--- src/rtl/fc_pkg.sv ---
// Package: shared configuration type and ladder helpers for the
// automatic flow-control block. Assumes a four-rung trigger ladder.
package fc_pkg;

    typedef struct packed {
        logic       cts_en;
        logic       rts_en;
        logic [1:0] trig;
    } fc_cfg_t;

    // Rung index above the selected one, saturating at the top rung.
    function automatic logic [1:0] rung_up(input logic [1:0] sel);
        return (sel == 2'd3) ? 2'd3 : sel + 2'd1;
    endfunction

    // Rung index below the selected one, saturating at the bottom rung.
    function automatic logic [1:0] rung_down(input logic [1:0] sel);
        return (sel == 2'd0) ? 2'd0 : sel - 2'd1;
    endfunction

    // Level in characters for a rung index, given the four ladder levels.
    function automatic int rung_level(input logic [1:0] sel, input int l0,
                                      input int l1, input int l2, input int l3);
        case (sel)
            2'd0:    return l0;
            2'd1:    return l1;
            2'd2:    return l2;
            default: return l3;
        endcase
    endfunction

endpackage

--- src/rtl/fc_cfg_reg.sv ---
// Configuration register: stores the two enable bits and the trigger
// select. Assumes a single-cycle write strobe; clears on synchronous reset.
module fc_cfg_reg
    import fc_pkg::*;
#(
    parameter int DATA_W    = 8,
    parameter int CTS_BIT   = 7,
    parameter int RTS_BIT   = 6
) (
    input  logic              clk,
    input  logic              rst_n,
    input  logic              we,
    input  logic [DATA_W-1:0] wdata,
    output fc_cfg_t           cfg
);

    // Load the register on a write; reset everything to disabled.
    always_ff @(posedge clk) begin
        if (!rst_n) begin
            cfg <= '0;
        end else if (we) begin
            cfg.cts_en <= wdata[CTS_BIT];
            cfg.rts_en <= wdata[RTS_BIT];
            cfg.trig   <= wdata[1:0];
        end
    end

endmodule

--- src/rtl/fc_sync.sv ---
// Multi-flop synchronizer for an asynchronous pin. Assumes the pin is
// slow compared with the clock; output lags the pin by STAGES edges.
module fc_sync #(
    parameter int STAGES = 2
) (
    input  logic clk,
    input  logic rst_n,
    input  logic din,
    output logic dout
);

    logic [STAGES-1:0] chain;

    // Shift the pin value through the synchronizer chain.
    always_ff @(posedge clk) begin
        if (!rst_n) chain <= '0;
        else        chain <= {chain[STAGES-2:0], din};
    end

    assign dout = chain[STAGES-1];

endmodule

--- src/rtl/fc_rx_ladder.sv ---
// Receive-side ladder: compares the FIFO fill with the trigger ladder.
// It keeps the RTS hold state with hysteresis and registers the interrupt.
// Assumes the fill count is already in this clock domain.
module fc_rx_ladder
    import fc_pkg::*;
#(
    parameter int FILL_W = 7,
    parameter int LVL0   = 8,
    parameter int LVL1   = 16,
    parameter int LVL2   = 56,
    parameter int LVL3   = 60
) (
    input  logic              clk,
    input  logic              rst_n,
    input  fc_cfg_t           cfg,
    input  logic [FILL_W-1:0] fill,
    output logic              hold,
    output logic              irq
);

    logic [FILL_W-1:0] trig_lvl, hi_lvl, lo_lvl;
    logic              at_trig, at_hi, below_lo;

    // Derive the trigger, assert and release levels from the select field.
    always_comb begin
        trig_lvl = FILL_W'(rung_level(cfg.trig, LVL0, LVL1, LVL2, LVL3));
        hi_lvl   = FILL_W'(rung_level(rung_up(cfg.trig), LVL0, LVL1, LVL2, LVL3));
        lo_lvl   = FILL_W'(rung_level(rung_down(cfg.trig), LVL0, LVL1, LVL2, LVL3));
        at_trig  = (fill >= trig_lvl);
        at_hi    = (fill >= hi_lvl);
        below_lo = (fill < lo_lvl);
    end

    // Hysteresis state: set at the upper rung, cleared below the lower rung.
    always_ff @(posedge clk) begin
        if (!rst_n || !cfg.rts_en) hold <= 1'b0;
        else if (at_hi)            hold <= 1'b1;
        else if (below_lo)         hold <= 1'b0;
    end

    // Interrupt request: high while the fill is at or above the trigger.
    always_ff @(posedge clk) begin
        if (!rst_n) irq <= 1'b0;
        else        irq <= at_trig;
    end

endmodule

--- src/rtl/fc_tx_gate.sv ---
// Transmit gate: allows a new character only at a boundary and only
// when automatic CTS is off or the synchronized CTS shows ready.
module fc_tx_gate (
    input  logic cts_en,
    input  logic cts_busy,
    input  logic req,
    input  logic busy,
    output logic start
);

    // Combine request, boundary and far-end readiness.
    always_comb start = req && !busy && !(cts_en && cts_busy);

endmodule

--- src/rtl/uart_autoflow.sv ---
// Top of the automatic modem flow-control block. It ties the config
// register, the CTS synchronizer, the receive ladder and the transmit gate.
// Assumes rx_fill never exceeds the FIFO depth.
module uart_autoflow
    import fc_pkg::*;
#(
    parameter int DEPTH      = 64,
    parameter int FILL_W     = $clog2(DEPTH + 1),
    parameter int SYNC_STAGES = 2,
    parameter int LVL0       = 8,
    parameter int LVL1       = 16,
    parameter int LVL2       = 56,
    parameter int LVL3       = 60
) (
    input  logic              clk,
    input  logic              rst_n,
    input  logic              cfg_we,
    input  logic [7:0]        cfg_wdata,
    output logic [7:0]        cfg_rdata,
    input  logic [FILL_W-1:0] rx_fill,
    input  logic              sw_rts,
    output logic              rts_pin,
    output logic              rx_irq,
    input  logic              cts_pin,
    input  logic              tx_req,
    input  logic              tx_busy,
    output logic              tx_start
);

    fc_cfg_t cfg_q;
    logic    cts_s;
    logic    rts_hold;

    fc_cfg_reg u_cfg (
        .clk   (clk),
        .rst_n (rst_n),
        .we    (cfg_we),
        .wdata (cfg_wdata),
        .cfg   (cfg_q)
    );

    fc_sync #(.STAGES(SYNC_STAGES)) u_cts_sync (
        .clk   (clk),
        .rst_n (rst_n),
        .din   (cts_pin),
        .dout  (cts_s)
    );

    fc_rx_ladder #(
        .FILL_W(FILL_W), .LVL0(LVL0), .LVL1(LVL1), .LVL2(LVL2), .LVL3(LVL3)
    ) u_ladder (
        .clk   (clk),
        .rst_n (rst_n),
        .cfg   (cfg_q),
        .fill  (rx_fill),
        .hold  (rts_hold),
        .irq   (rx_irq)
    );

    fc_tx_gate u_gate (
        .cts_en   (cfg_q.cts_en),
        .cts_busy (cts_s),
        .req      (tx_req),
        .busy     (tx_busy),
        .start    (tx_start)
    );

    // Pin mux: hardware hold when enabled, software value otherwise.
    always_comb rts_pin = cfg_q.rts_en ? rts_hold : sw_rts;

    // Read-back: bit 6 mirrors the live hardware flow-control state.
    always_comb cfg_rdata = {cfg_q.cts_en, cfg_q.rts_en && rts_hold, 4'b0000, cfg_q.trig};

endmodule

--- config.mk ---
export PLATFORM = sky130hd
export DESIGN_NAME = uart_autoflow
export DESIGN_NICKNAME = d
export VERILOG_FILES = /design/src/rtl/fc_pkg.sv /design/src/rtl/fc_cfg_reg.sv /design/src/rtl/fc_sync.sv /design/src/rtl/fc_rx_ladder.sv /design/src/rtl/fc_tx_gate.sv /design/src/rtl/uart_autoflow.sv
export SDC_FILE = /design/constraint.sdc
export NUM_CORES = 1
export LEC_CHECK = 0
export CAP_MARGIN = 15
export CORE_UTILIZATION = 43
export CTS_BUF_LIST = sky130_fd_sc_hd__clkbuf_2
export DETAILED_ROUTE_END_ITERATION = 8
export PLACE_DENSITY = 0.87
export SKIP_LAST_GASP = 1
export SLEW_MARGIN = 25
export SYNTH_ARGS = -nofsm -noshare
export SYNTH_HDL_FRONTEND = slang
export SYNTH_SLANG_ARGS = --single-unit
--- constraint.sdc ---
create_clock -name clk -period 5.3 [get_ports clk]
set_clock_uncertainty 0.2 [all_clocks]
set_input_delay 1.325 -clock clk [delete_from_list [all_inputs] [get_ports clk]]
set_output_delay 1.325 -clock clk [all_outputs]
set_load 0.005 [all_outputs]
### Word-level counts from Yosys, hierarchy flattened

Index checks and enable logic that the tools add are counted.

| operators by class | value |
|---|---|
| magnitude comparators | 3 |
| equality and inequality tests | 7 |
| multiplexer cells | 8 |
| reductions and logical operators | 13 |
| $add $sub $neg | 2 |

Operators with widths:

| cell | number |
|---|---|
| 6-bit case mux with 3 select lines | 3 |
| 7-bit by 6-bit >= comparator with 1-bit output | 2 |
| 2-bit equality test (second input constant) | 4 |
| 7-bit by 6-bit < comparator with 1-bit output | 1 |
| 2-bit by 1-bit equality test with 1-bit output (second input constant) | 3 |
| 2-bit logical NOT | 3 |
| 1-bit logical AND | 4 |
| 1-bit logical NOT | 4 |
| 2-bit two-way mux | 2 |
| 1-bit two-way mux | 3 |
| 2-bit by 1-bit adder with 2-bit output (second input constant) | 1 |
| 2-bit nonzero test | 1 |
| 2-bit by 1-bit subtractor with 2-bit output (second input constant) | 1 |
| 1-bit logical OR | 1 |

| word-level totals | value |
|---|---|
| word-level logic and storage cells | 39 |
| flip-flop bits (word level) | 8 |
| input port bits | 22 |
| output and inout port bits | 11 |

### Depth between registers and ports, before layout

Gate-level depths: netlist of run 1.

| depth | value |
|---|---|
| depth after elaboration | 7 |
| depth in mapped cells | 7 |
| mapped depth without buffers | 7 |

### Cells and area by module

From an unflattened synthesis of run 1, not the netlist that was laid out.

| second synthesis, totals | value |
|---|---|
| cells, all modules | 67 |
| area, all modules | 620.6 sq um |

Modules (own cells, without submodules):

| module | area each (sq um) | instances | cells an instance |
|---|---|---|---|
| fc_rx_ladder | 339.1 | 1 | 41 |
| fc_cfg_reg | 156.4 | 1 | 13 |
| uart_autoflow | 56.3 | 1 | 7 |
| fc_sync | 52.6 | 1 | 4 |
| fc_tx_gate | 16.3 | 1 | 2 |

### Worst setup path before layout of run 1

Ideal clock, no wire load.

| timing path | value |
|---|---|
| kind | input to output |
| start | in sw_rts |
| end | out rts_pin |
| data arrival time | 1577 ps |
| required time | 3775 ps |
| cell stages on the path | 1 |
| setup slack | 2198 ps |
| cells stage by stage | mux2_2 |

| on the way | value |
|---|---|
| cells in the longest elaborated chain, start to end | 1 |

Ends and longest elaborated chain:

| element | line | RTL |
|---|---|---|
| start, declared | uart_autoflow.sv:21 | `input logic sw_rts,` |
| 1-bit two-way mux | uart_autoflow.sv:69 | `always_comb rts_pin = cfg_q.rts_en ? rts_hold : sw_rts;` |
| end, declared | uart_autoflow.sv:22 | `output logic rts_pin,` |

Every way passes these cells.

### Worst setup path in the final report of run 1

| timing path | value |
|---|---|
| start | in tx_req |
| end | out tx_start |

| on the way | value |
|---|---|
| cells in the longest elaborated chain, start to end | 2 |

Ends and longest elaborated chain:

| element | line | RTL |
|---|---|---|
| start, declared | uart_autoflow.sv:25 | `input logic tx_req,` |
| 1-bit logical AND (2 in series) | fc_tx_gate.sv:12 | `always_comb start = req && !busy && !(cts_en && cts_busy);` |
| end, declared | uart_autoflow.sv:27 | `output logic tx_start` |

Every way passes these cells.

==> impl_metrics.tcl, run 1 <==
set metrics [dict create \
    cts_buffers 3 \
    power.leakage_nw 0.382 \
    port_buffers 24 \
    ys_seq_elements 8 \
    wire_per_inst_um 11.3 \
    drive_gt1_share_pct 6.59 \
    cellPowerDensity_nw_per_um2 180 \
    grt_setup_unrepaired "false" \
    num-fill-cells 107 \
    slew_viol_final 0 \
    power_uw 153 \
    arrival_ps 2520 \
    rrSetupSlack_ps 3210 \
    switching_power_uw 43.3 \
    pin_count 33 \
    overflow 0 \
    synthAdderAreaFrac_pct 22.1 \
    path_buf_inv 3 \
    critical-path-top-delay-family "buffers and inverters" \
    synth_compound_area_share_pct 11.3 \
    required_ps 3770 \
    max_stage_delay_ps 540 \
    drtAntennaViolNets 0 \
    vdd_ir_drop_max_v 0.000108 \
    synth-simple-area-share_pct 19.3 \
    synth_area_sq_um 622 \
    fin_crit_ps 4040 \
    htreeDepth 1 \
    hold_path_startpoint "u_cts_sync.chain[0]" \
    wirelength_um 1200 \
    antenna_found_initial 0 \
    power_frac_clock_pct 24.9 \
    clk_pin_slew_ps 70 \
    cts.sinks 8 \
    yosysUniqueCellTypes 23 \
    die-area_sq_um 1600 \
    cp-start-kind "input port" \
    fin_hold_ws_ps 244 \
    startpoint "tx_req" \
    grt_max_degree 10 \
    grt_pass1_wl_um 1870 \
    gp_congestion 0.777 \
    cts_resized 0 \
    root_buffer "clkbuf_2" \
    drtPass1Iterations 3 \
    core_sq_um 1320 \
    post-place-ws_ps 1250 \
    hold_viol 0 \
    power.share.sequential_pct 43.9 \
    setup_ws_ps 1260 \
    finalSetupTns_ps 0 \
    intPower_uw 110 \
    fin_cells 106 \
    die-width_um 40.0 \
    dp_hpwl_um 1000 \
    r2r_start "u_cfg.cfg[0]" \
    synth_top_family_by_area "adder cells" \
    setup_violations 0 \
    worstPathMaxFanout 1 \
    fin_nets 126 \
    crit_type "in2out" \
    seq_area_frac_synth_pct 25.8 \
    clockBufferDepth 2 \
    worstSkewPairLatency_ps 250 \
    synthMuxAreaShare_pct 8.25 \
    drcViolationCount 0 \
    die_h_um 40.0 \
    cts_hold_buf 0 \
    max_freq_ghz 0.247 \
    place_inst 103 \
    rows 13 \
    netlist_instances 69 \
    synth-xor-area-share_pct 0 \
    drtIter0Drc 4 \
    vias 522 \
    status "complete, no violations" \
    cp_common_cell "clkdlybuf4s50_1" \
    crit_path_end_kind "output pin" \
    switching_share_pct 28.3 \
    tritoncts "done" \
    synth_warnings 0 \
    start_util_pct 47.2 \
    drv_cap 0 \
    grt_usage_pct 18.0 \
    antenna_cells 0 \
    synthToLayoutAreaGrowth_pct 36.8 \
    worstPathCellList "clkdlybuf4s50_1, inv_1, a211oi_1, clkdlybuf4s50_1" \
    grt_pass1_vias 469 \
    postSynthAreaPerCell_sq_um 9.01 \
    cts_setup_buffers 0 \
    viasPerCell 4.92 \
    cp_slowest_cell "clkdlybuf4s50_1" \
    post-route-period-util_pct 76.3 \
    hold_class "reg2reg" \
    p_comb_share_pct 31.2 \
]
==> cell type report <==
type | instances | area (sq um) | area share (%)
repair buffers | 24 | 240 | 28.2
multi-input cells | 51 | 398 | 46.8
inverters | 5 | 18.8 | 2.21
clock buffers | 3 | 15.0 | 1.76
well taps | 15 | 18.8 | 2.21
flip-flops and latches | 8 | 160 | 18.8
==> per-layer routing <==
layer | vias up | GRT usage (%) | wire length [um]
met5 | - | 0 | 0
met4 | 0 | 5.17 | 0
met3 | 0 | 6.67 | 41
met2 | 11 | 32.3 | 647
met1 | 240 | 19.3 | 508
li1 | 271 | - | -
==> path summary, 6_finish.rpt <==
check                   endpoint  cells past startpoint
min reg2reg  u_cts_sync.chain[1]                      1
min          u_cts_sync.chain[1]                      1
max                     tx_start                      4
max reg2reg         u_ladder.irq                      6
==> synth_stat cells <==
master / number / area [sq um]
nand2_1: 1 / 3.75
or3_1: 1 / 6.26
nand3_1: 1 / 5.00
ha_1: 11 / 138
a2111oi_2: 1 / 15.0
inv_1: 5 / 18.8
a311o_1: 2 / 20.0
nor3_1: 2 / 10.0
and2_1: 3 / 18.8
nor2b_1: 6 / 37.5
nand4_1: 1 / 6.26
o31ai_1: 1 / 7.51
mux2_2: 1 / 11.3
a21oi_1: 1 / 5.00
nor2_1: 5 / 18.8
o21ai_0: 3 / 15.0
nor2b_4: 1 / 13.8
buf_4: 7 / 52.6
conb_1: 1 / 3.75
dfxtp_1: 8 / 160
a211oi_1: 1 / 7.51
mux2i_1: 4 / 40.0
clkbuf_1: 2 / 7.51
==> worst register-to-register path, delay by kind of cell, from the launching register on <==
family | cells | cell delay [ps]
AOI/OAI and AO/OA | 2 | 680
adders and majority gates | 1 | 250
DFF | 1 | 450
and+or+nand+nor | 3 | 400
==> through the flow <==
step,instance area (sq um),utilization [%]
floorplan,637,-
global placement,836,63.4
detailed placement,836,63.4
CTS,851,64.6
global route,851,64.6
finish,851,64.6
==> flip-flops by register name, summed over array words and instances, names as in the netlist <==
name	count
u_ladder.irq	1
u_ladder.hold	1
u_cfg.cfg	4
u_cts_sync.chain	2
==> cell families after synthesis <==
group	count (synthesis)
AND/OR/NAND/NOR	21
buffers and inverters	14
multiplexers	5
other	1
AO/OA/AOI/OAI	9
flip-flops	8
adder cells (fa/ha/maj)	11
==> power by group through the flow <==
stage               clock (mW)  sequential [mW]  combinational (mW)
floorplan                    0           0.0677              0.0280
global placement             0           0.0684              0.0462
detailed placement           0           0.0686              0.0479
CTS                     0.0394           0.0671              0.0483
global route            0.0445           0.0677              0.0545
finish                  0.0380           0.0671              0.0477
==> placed cells by master (no fill, tap or decap), drive strengths merged <==
cell / count
and2: 3
nand3: 1
a2111oi: 1
o31ai: 1
nand2: 1
mux2: 1
nor2: 5
ha: 11
nor3: 2
a311o: 2
conb: 5
or3: 1
dfxtp: 8
a211oi: 1
mux2i: 4
o21ai: 3
clkdlybuf4s50: 24
nor2b: 7
inv: 5
clkbuf: 3
nand4: 1
a21oi: 1
No activity file was read; power rests on OpenSTA's default activity.
==> inputs of run 2 (changes only) <==
--- a/config.mk
+++ b/config.mk
@@ -6,10 +6,10 @@
 export NUM_CORES = 1
 export LEC_CHECK = 0
 export CAP_MARGIN = 15
-export CORE_UTILIZATION = 43
+export CORE_UTILIZATION = 40
 export CTS_BUF_LIST = sky130_fd_sc_hd__clkbuf_2
 export DETAILED_ROUTE_END_ITERATION = 8
-export PLACE_DENSITY = 0.87
+export PLACE_DENSITY = 0.82
 export SKIP_LAST_GASP = 1
 export SLEW_MARGIN = 25
 export SYNTH_ARGS = -nofsm -noshare
==> constraint.sdc (replaced) <==
create_clock -name clk -period 4 [get_ports clk]
set_clock_uncertainty 0.2 [all_clocks]
set_input_delay 1 -clock clk [delete_from_list [all_inputs] [get_ports clk]]
set_output_delay 1 -clock clk [all_outputs]
set_load 0.005 [all_outputs]
==> run 2 against run 1 <==
  * Core utilization shrank 2.3 points
  * Combinational power grew 33%
  * Register-to-register slack lost 1300 ps
  * Final area is the same
  * Flip-flop and latch count is the same
  * Clock power grew 23%
  * First-iteration DRC count shrank 50%
  * Critical path depth is the same
  * Non-clock buffer count is the same
  * Setup slack lost 650 ps
  * Critical path type unchanged
  * Highest routed layer unchanged
==> impl_metrics.tcl, run 2 (synthesis gave the netlist of run 1 again) <==
set metrics [dict create \
    hold_viol 0 \
    drtIter0Drc 2 \
    vias 517 \
    rows 13 \
    core_sq_um 1370 \
    intPower_uw 145 \
    grt_usage_pct 15.6 \
    pin_count 33 \
    port_buffers 24 \
    grt_pass1_wl_um 2110 \
    antenna_found_initial 0 \
    final_common_cell "clkdlybuf4s50_1" \
    grt_pass1_vias 499 \
    finalSetupTns_ps 0 \
    power_frac_clock_pct 23.5 \
    status "complete, no violations" \
    drcViolationCount 0 \
    dp_hpwl_um 989 \
    cp-start-kind "input port" \
    slew_viol_final 0 \
    multi_input_area_sq_um 398 \
    crit_type "in2out" \
    grt_setup_unrepaired "false" \
    p_comb_share_pct 31.9 \
    cts_hold_buf 0 \
    fin_nets 126 \
    power.share.sequential_pct 44.6 \
    clk_pin_slew_ps 70 \
    rrSetupSlack_ps 1920 \
    root_buffer "clkbuf_2" \
    worstPathCellList "clkdlybuf4s50_1, inv_1, a211oi_1, clkdlybuf4s50_1" \
    num-fill-cells 122 \
    required_ps 2800 \
    wirelength_um 1160 \
    worstPathMaxFanout 1 \
    fin_hold_ws_ps 237 \
    cts_resized 0 \
    register_area_sq_um 160 \
    largestRegisters "u_cfg.cfg: 4 flops, u_cts_sync.chain: 2 flops" \
    die-area_sq_um 1720 \
    die-width_um 41.4 \
    hold_class "reg2reg" \
    htreeDepth 1 \
    wire_per_inst_um 11.0 \
    regMostFlops "u_cfg.cfg" \
    max_stage_delay_ps 540 \
    vdd_ir_drop_max_v 0.000129 \
    drtAntennaViolNets 0 \
    drv_cap 0 \
    grt_max_degree 10 \
    antenna_cells 0 \
    clockBufferDepth 2 \
    largest_register_ffs 4 \
    setup_violations 0 \
    post-route-period-util_pct 84.7 \
    switching_share_pct 27.1 \
    cellPowerDensity_nw_per_um2 234 \
    final_cell_mix "clkdlybuf4s50_1, ha_1, dfxtp_1" \
    cts_buffers 3 \
    drtPass1Iterations 2 \
    switching_power_uw 54.1 \
    arrival_ps 2190 \
    drive_gt1_share_pct 6.59 \
    cp_slowest_cell "clkdlybuf4s50_1" \
    tritoncts "done" \
    fin_crit_ps 3390 \
    crit_path_end_kind "output pin" \
    cp_common_cell "clkdlybuf4s50_1" \
    die_h_um 41.4 \
    cts_setup_buffers 0 \
    gp_congestion 0.773 \
    power.leakage_nw 0.382 \
    cts.sinks 8 \
    synthToLayoutAreaGrowth_pct 36.8 \
    overflow 0 \
    max_freq_ghz 0.295 \
    start_util_pct 45.5 \
    viasPerCell 4.88 \
    worstSkewPairLatency_ps 230 \
]
## run 2: cell counts in the layout (fill, tap and decap cells not counted)
Identical to the previous run, type by type.
## run 2: metrics by stage
stage | cell area (sq um) | cells | worst slack (ps) | total power [mW] | util, %
floorplan | 637 | 73 | 1550 | 0.127 | -
global placement | 836 | 103 | 626 | 0.152 | 61.2
detailed placement | 836 | 103 | 593 | 0.155 | 61.2
CTS | 851 | 106 | 603 | 0.202 | 62.3
global route | 851 | 106 | 555 | 0.217 | 62.3
finish | 851 | 106 | 612 | 0.199 | 62.3
## run 2: path summary, 6_finish.rpt
path                                          start                   to  cells after the start
worst max register to register         u_cfg.cfg[1]         u_ladder.irq                      6
worst min register to register  u_cts_sync.chain[0]  u_cts_sync.chain[1]                      1
worst min-delay path            u_cts_sync.chain[0]  u_cts_sync.chain[1]                      1
worst max-delay path                         tx_req             tx_start                      4
## run 2: per-layer routing
metal | routed length [um] | share of wire, % | GRT usage [%]
met1 | 551 | 47 | 20.1
met2 | 582 | 50 | 25.0
met3 | 30 | 2.6 | 5.22
met4 | 0 | 0 | 3.87
met5 | 0 | 0 | 0
## run 2: worst max-delay path: cells and delay by family
kind / cells / cell delay (ps)
buf+inv: 3 / 1020
compound gates: 1 / 160
## run 2: area by class of cell
type,instances,area share [%]
repair buffers,24,28.2
multi-input cells,51,46.8
flip-flops and latches,8,18.8
inverters,5,2.21
well taps,15,2.21
clock buffers,3,1.76
## run 2: power groups by stage
| stage | combinational [mW] | clock [mW] | sequential (mW) |
|---|---|---|---|
| final | 0.0636 | 0.0469 | 0.0889 |
| after global routing | 0.0716 | 0.0558 | 0.0896 |
| after CTS | 0.0643 | 0.0492 | 0.0889 |
| after detailed placement | 0.0638 | 0 | 0.0908 |
| after global placement | 0.0617 | 0 | 0.0907 |
| after floorplan | 0.0371 | 0 | 0.0897 |
==> inputs of run 3 (changes only) <==
==> constraint.sdc (replaced) <==
create_clock -name clk -period 3.5 [get_ports clk]
set_clock_uncertainty 0.2 [all_clocks]
set_input_delay 0.875 -clock clk [delete_from_list [all_inputs] [get_ports clk]]
set_output_delay 0.875 -clock clk [all_outputs]
set_load 0.005 [all_outputs]
==> run 3 against run 2 <==
  * Via count up 0.19%
  * Clock-buffer cell count unchanged
  * Final cell count unchanged
  * Critical endpoint unchanged
  * Non-clock buffer count unchanged
==> impl_metrics.tcl, run 3 (synthesis gave the netlist of run 1 again) <==
set metrics [dict create \
    power_uw 230 \
    largest_register_ffs 4 \
    finalSetupTns_ps 0 \
    synthToLayoutAreaGrowth_pct 36.8 \
    status "complete, no violations" \
    required_ps 2420 \
    cp-start-kind "input port" \
    die-width_um 41.4 \
    gp_congestion 0.774 \
    drtPass1Iterations 3 \
    wirelength_um 1210 \
    setup_violations 0 \
    hold_viol 0 \
    die-area_sq_um 1720 \
    grt_pass1_vias 486 \
    cts_resized 0 \
    viasPerCell 4.89 \
    grt_usage_pct 15.1 \
    vdd_ir_drop_max_v 0.000177 \
    drtIter0Drc 5 \
    clk_pin_slew_ps 70 \
    final_cell_area_sq_um 851 \
    power.leakage_nw 0.382 \
    pin_count 33 \
    die_h_um 41.4 \
    vias 518 \
    dp_hpwl_um 996 \
    drtAntennaViolNets 0 \
    start_util_pct 45.5 \
    rows 13 \
    fin_crit_ps 3130 \
    core_sq_um 1370 \
    final_common_cell "clkdlybuf4s50_1" \
    grt_max_degree 10 \
    cts_hold_buf 0 \
    antenna_found_initial 0 \
    crit_type "in2out" \
    overflow 0 \
    root_buffer "clkbuf_2" \
    max_freq_ghz 0.319 \
    regMostFlops "u_cfg.cfg" \
    placed_area_sq_um 836 \
    worstSkewPairLatency_ps 240 \
    slew_viol_final 0 \
    tritoncts "done" \
    num-fill-cells 126 \
    clockBufferDepth 2 \
    drv_cap 0 \
    final_cell_mix "clkdlybuf4s50_1, ha_1, dfxtp_1" \
    antenna_cells 0 \
    port_buffers 24 \
    final_util_pct 62.3 \
    cts.sinks 8 \
    htreeDepth 1 \
    cellPowerDensity_nw_per_um2 271 \
    drive_gt1_share_pct 6.59 \
    hold_class "reg2reg" \
    cts_buffers 3 \
    post-route-period-util_pct 89.4 \
    grt_pass1_wl_um 2060 \
    fin_nets 126 \
    fin_hold_ws_ps 238 \
    wire_per_inst_um 11.4 \
    crit_path_end_kind "output pin" \
    worstPathMaxFanout 1 \
    arrival_ps 2060 \
    cts_setup_buffers 0 \
    largestRegisters "u_cfg.cfg: 4 flops, u_cts_sync.chain: 2 flops" \
    drcViolationCount 0 \
    grt_setup_unrepaired "false" \
]
[run 3: cell counts in the layout (fill, tap and decap cells not counted)]
Identical to the previous run, type by type.
[run 3: power by group]
group	total [mW]	internal [mW]	switching, mW
Combinational	0.0730	0.0462	0.0269
Clock	0.0557	0.0233	0.0324
Sequential	0.102	0.0966	0.00501
[run 3: critical path, stage by stage]
cell	delay, ps
clkdlybuf4s50_1	450
inv_1	40
a211oi_1	160
clkdlybuf4s50_1	530
[run 3: worst paths after layout]
kind,start,to,slack (ps),cells past startpoint
hold / removal,u_cts_sync.chain[0],u_cts_sync.chain[1],240,1
hold reg to reg,u_cts_sync.chain[0],u_cts_sync.chain[1],240,1
setup / recovery,tx_req,tx_start,370,4
setup reg to reg,u_cfg.cfg[1],u_ladder.irq,1380,6
[run 3: layout make-up]
cell class	count	area (sq um)	area share, %
inverter	5	18.8	2.21
sequential	8	160	18.8
clock buffer	3	15.0	1.76
timing repair buffer	24	240	28.2
tap	15	18.8	2.21
multi-input combinational	51	398	46.8
[run 3: routing by layer]
metal | track usage (%) | wire, um
met1 | 19.3 | 542
met2 | 24.1 | 610
met3 | 3.91 | 47
met4 | 6.45 | 11
met5 | 0 | 0
[run 3: per-stage QoR]
stage	std cells	setup WS, ps
global placement	103	375
detailed placement	103	357
finish	106	369
floorplan	73	1170
global route	106	313
CTS	106	356
